==> src/rtl/period_scanner.sv <==
module period_scanner #(
  parameter int N_CH = 44,
  parameter int CW = 21,
  parameter int N_STRINGS = 219,
  localparam int NGRP = (N_STRINGS + N_CH - 1) / N_CH,
  localparam int IW = $clog2(N_CH),
  localparam int GW = (NGRP > 1) ? $clog2(NGRP) : 1
) (
  input  logic            clk,
  input  logic            rst_n,
  input  logic [N_CH-1:0] sig_in,
  input  logic            group_advance,
  output logic [GW-1:0]   group_addr,
  output logic            per_valid,
  output logic [IW-1:0]   per_chan,
  output logic [CW-1:0]   per_value
);

  logic [CW-1:0]   tb_cnt;
  logic [N_CH-1:0] s1, s2, s3, pend, seen;
  logic [CW-1:0]   cap  [N_CH];
  logic [CW-1:0]   prev [N_CH];
  logic [IW-1:0]   scan;

  wire [N_CH-1:0] rise = s2 & ~s3;
  wire            take = pend[scan] && !group_advance;

  always_ff @(posedge clk)
    if (!rst_n) tb_cnt <= '0;
    else        tb_cnt <= tb_cnt + 1'b1;

  always_ff @(posedge clk)
    if (!rst_n) begin
      s1 <= '0; s2 <= '0; s3 <= '0;
    end else begin
      s1 <= sig_in; s2 <= s1; s3 <= s2;
    end

  for (genvar i = 0; i < N_CH; i++) begin : g_ch
    always_ff @(posedge clk)
      if (!rst_n)       cap[i] <= '0;
      else if (rise[i]) cap[i] <= tb_cnt;

    always_ff @(posedge clk)
      if (!rst_n || group_advance)          pend[i] <= 1'b0;
      else if (rise[i])                     pend[i] <= 1'b1;
      else if (take && scan == IW'(i))      pend[i] <= 1'b0;
  end

  always_ff @(posedge clk)
    if (!rst_n)                     scan <= '0;
    else if (scan == IW'(N_CH - 1)) scan <= '0;
    else                            scan <= scan + 1'b1;

  always_ff @(posedge clk)
    if (take) prev[scan] <= cap[scan];

  always_ff @(posedge clk)
    if (!rst_n || group_advance) seen <= '0;
    else if (take)               seen[scan] <= 1'b1;

  always_ff @(posedge clk)
    if (!rst_n) begin
      per_valid <= 1'b0;
      per_chan  <= '0;
      per_value <= '0;
    end else begin
      per_valid <= take && seen[scan];
      per_chan  <= scan;
      per_value <= cap[scan] - prev[scan];
    end

  always_ff @(posedge clk)
    if (!rst_n)                               group_addr <= '0;
    else if (group_advance)
      group_addr <= (group_addr == GW'(NGRP - 1)) ? '0 : group_addr + 1'b1;

endmodule

==> config.mk <==
export PLATFORM = sky130hd
export DESIGN_NAME = period_scanner
export DESIGN_NICKNAME = d
export VERILOG_FILES = /design/src/rtl/period_scanner.sv
export SDC_FILE = /design/constraint.sdc
export NUM_CORES = 2
export LEC_CHECK = 0
export CAP_MARGIN = 5
export CORE_MARGIN = 1
export CORE_UTILIZATION = 50
export DETAILED_ROUTE_END_ITERATION = 8
export DONT_BUFFER_PORTS = 1
export PLACE_DENSITY = 0.69
export RECOVER_POWER = 25
export SYNTH_ARGS = -nofsm -noshare
export SYNTH_HDL_FRONTEND = slang
export SYNTH_SLANG_ARGS = --single-unit
==> constraint.sdc <==
create_clock -name clk -period 9.35 [get_ports clk]
set_clock_uncertainty 0.05 [all_clocks]
set_input_delay 0.4675 -clock clk [delete_from_list [all_inputs] [get_ports clk]]
set_output_delay 0.4675 -clock clk [all_outputs]
set_load 0.05 [all_outputs]
# After elaboration in Yosys (flattened, before gate mapping)
# Memories as Yosys holds them, arrays and structs flattened. A register that Yosys moved wholly into a read port is not among the register bits.
# Cells that the tools add are included.
[classes]
muxes = 276
n_reduce_logical = 96
addsub = 4
bitwise = 48
n_eq_ne = 44
magnitude_cmp = 2
[ops]
columns = ["op", "n"]
rows = [
  ["$mux W21", 44],
  ["$mux W1", 226],
  ["$eq A6 B5 Y1 const B", 16],
  ["$reduce_bool A2 Y1", 44],
  ["$eq A6 B6 Y1 const B", 12],
  ["$eq A6 B4 Y1 const B", 8],
  ["$logic_and A1 B1 Y1", 47],
  ["$and A44 B44 Y44", 1],
  ["$not A44 Y44", 1],
  ["$or A1 B1 Y1", 44],
  ["$or A44 B44 Y44", 1],
  ["$eq A6 B3 Y1 const B", 4],
  ["$add A21 B1 Y21 const B", 1],
  ["$sub A21 B21 Y21", 1],
  ["$bmux W1 S6", 2],
  ["$eq A6 B2 Y1 const B", 2],
  ["$mux W6", 2],
  ["$lt A6 B7 Y1 const B", 1],
  ["$add A6 B1 Y6 const B", 1],
  ["$demux W1 S6", 1],
  ["$eq A6 B1 Y1 const B", 1],
  ["$ge A6 B1 Y1 const B", 1],
  ["$logic_not A6 Y1", 1],
  ["$add A3 B1 Y3 const B", 1],
  ["other kinds (6)", 7],
]
[totals]
mem_bits_rw = 1848
memories = 2
register_bits = 278
output_inout_bits = 31
[memory_table]
columns = ["name", "depth", "word_bits", "rd", "rd_ports_with_merged_regs", "write_ports", "line", "rtl"]
rows = [
  ["cap", 44, 21, 1, 1, 44, "21", "logic [CW-1:0] cap [N_CH];"],
  ["prev", 44, 21, 1, 1, 1, "22", "logic [CW-1:0] prev [N_CH];"],
]

# Logic depth before layout (Yosys ltp)
[depth]
ltp_word = 6
ltp_mapped = 22
depth_no_buf = 16

# Worst setup path before layout
# No wires, ideal clock.
[synth_timing]
path_kind = "flip-flop to flip-flop"
start = "register scan[0] (netlist name)"
end = "register per_value[20]"
synth_period_minus_slack_ps = 6214
setup_slack_ps = 3136
path_stages_with_launch = 21
t_arrival_ps = 6093
n_path_buf = 7
cell_sequence = "dfxtp_1 > buf_4 > buf_6 > buf_6 > and3b_1 > buf_6 > buf_2 > buf_2 > buf_1 > a222oi_1 > nand2_1 > a21oi_1 > o21ai_0 > ha_1 > o21ai_0 > a21oi_1 > o311ai_0 > a41oi_1 > a221o_1 > or2_2 > mux2i_1"
[synth_lines]
columns = ["item", "line", "rtl"]
rows = [
  ["to (signal assigned)", "70", "per_value <= cap[scan] - prev[scan];"],
  ["to (decl)", "16", "output logic [CW-1:0] per_value"],
]

==> results.ini <==
[status]
status=complete, but fails checks
violations=max-capacitance violations, max-slew violations

[floorplanning]
ios=78
die_y_microns=418
rows=152
start_util=0.504
coreArea_sq_um=172000
die_area_sq_um=175000
die_x_microns=418

[timing]
fin_crit_sh=0.809
setup_tns_ps=0
worst_pin_slew_ps=4300
setup_viol=0
clock.fmax_mhz=132
fin_crit_ps=7560
slew_violations=467
rsz0062_at_grt=no
max-slew-margin-rel=-1.86
whs_ps=47.0
finalHoldViolations=0

[layout]
nNetsFinal=6017
fin_util=0.564
multi_input_area_sq_um=23700
seq_area_sq_um=61100
syn_to_final_growth_pct=11.9
fillers=13200
drive_above_1_share=0.133

[hold_path]
hp-class=in2reg

[clock_network]
cts_made_buffers=202
cts-root-buf=clkbuf_16
post_cts_resized=0
ctsLongestPathBuffers=3
clock_latency_ps=850
htreeDepth=4
postCtsSetupRepairBufs=0
clock_sinks=2126
ctsHoldBuffers=94
cts_tree=yes
clk_pin_slew_worst_paths_ps=60

[placement]
io_buffers=0
dpl.hpwl_microns=158000
gp_congestion=0.956

[critical_path]
start_kind=input pin
cp.arrival_ps=8220
worst-path-max-fanout=101
cp.required_ps=10010
endpoint_kind=flop
crit_type=in2reg

[grt]
grt_pass1_vias=53310
grt_max_degree=102
grt_overflow=0
use_met1=0.424
gr-usage-all-layers=0.318
grt_pass1_wl_microns=395000
top_usage_layer=met2
globalRouteMet2Util=0.481
antenna_found_initial=13
use_met3=0.0752

[detailed_routing]
wl_per_cell_microns=33.3
first_pass_iters=8
drcViolationCount=0
drt_iter0_markers=9287
vias=55597
vias_per_cell=6.60
routed_wl_microns=280000
ant_nets=0

[synthesis]
ys_types=78
synth_enable_flop_cells=1848
ys_ff_latch=2126
yosys_warnings=0
yosysTopAreaCell=edfxtp_1
synth-main-ff-cell=edfxtp_1
syn_nets=6038
synth_cells=5963
yosysMostFrequentCell=edfxtp_1
synth.area.top_cells=edfxtp_1, and2_1, dfxtp_1
yosysTopAreaCellShare=0.641
syn_avg_cell_area_sq_um=14.5
ys_seq_area_frac=0.706
synthArstFlopShare=0
netlist_top_cells_count=edfxtp_1, and2_1, clkbuf_1
syn_area_sq_um=86500

[run]
drv_cap=18

[pwr]
p_leak_nw=32.7
peakVddDrop_v=0.000219
power.density_nw_per_um2=216

-- registers in the layout (all words and copies together), names as in the netlist --
name and count:
cap 924, seen 44, s1 44, s3 44
group_addr 3, per_chan 6, prev 924, pend 44
s2 44, per_value 21, scan 6, tb_cnt 21
per_valid 1
-- layout make-up --
| class | instances | area share |
|---|---|---|
| clock buffers | 284 | 0.0607 |
| clock inverters | 91 | 0.00766 |
| diodes | 1 | 0.0000258 |
| well taps | 2310 | 0.0299 |
| flip-flops and latches | 2126 | 0.631 |
| repair buffers | 295 | 0.0252 |
| inverters | 18 | 0.000750 |
| multi-input cells | 3299 | 0.245 |
-- report_power, final --
| group | switching, W | internal, W | total, W | leakage (nW) |
|---|---|---|---|---|
| clock | 0.00361 | 0.00458 | 0.00819 | 3.26 |
| combinational | 0.00132 | 0.000494 | 0.00182 | 9.05 |
| sequential | 0.000221 | 0.0107 | 0.0109 | 20.4 |
| total | 0.00515 | 0.0158 | 0.0209 | 32.7 |
-- metal layers --
metal / wire (microns) / vias up
met1: 101000 / 27853
met3: 35700 / 781
met2: 125000 / 4339
met5: 62 / -
li1: - / 22616
met4: 18200 / 8
-- cell usage in the layout, fill, tap and decap left out, types with 92 or more instances in the layout --
master / n
a21oi_1: 225
a221oi_1: 217
a22oi_1: 253
and2_1: 955
buf_4: 167
clkbuf_16: 214
dfxtp_1: 268
dlygate4sd3_1: 92
edfxtp_1: 1848
mux2_2: 106
mux2i_1: 106
nand2_1: 181
nor2_1: 227
o21ai_0: 100
-- path summary, 6_finish.rpt --
| kind | from | to | slack [ps] | depth (start not counted) |
|---|---|---|---|---|
| min | group_advance | group_addr[1]$_SDFFE_PN0P_ | 50 | 3 |
| min reg2reg | s1[16]$_SDFF_PN0_ | s2[16]$_SDFF_PN0_ | 380 | 1 |
| max | rst_n | cap[28][2]$_SDFFCE_PN0P_ | 1790 | 7 |
| max reg2reg | scan[0]$_SDFF_PP0_ | per_value[20]$_SDFF_PN0_ | 2590 | 16 |
-- metrics by stage --
step           setup WS, ps  std cells  power (W)  instance area, sq um
4_1_cts                2910       8423     0.0209                 96900
2_1_floorplan          3140       5963     0.0121                 86500
3_5_place_dp           3020       7954     0.0128                 89400
6_report               1790       8424     0.0209                 96800
5_1_grt                1340       8423     0.0214                 96800
3_3_place_gp           2750       7953     0.0128                 89300
-- worst max-delay path, stage by stage --
cell	delay [ps]
dlygate4sd3_1	1170
clkbuf_1	2950
inv_4	1030
buf_4	620
buf_4	440
nor2_2	1130
and2_1	250
-- kinds of logic after synthesis --
kind of cell               count (synthesis)  synth area share
DFF                                     2126             0.706
and+or+nand+nor                         1756             0.113
AOI/OAI and AO/OA                       1183            0.0991
buffers and inverters                    538            0.0266
muxes                                    298            0.0483
xor gates and xnor gates                  34           0.00353
adders and majority gates                 28           0.00413
(Power assumes the default switching activity.)
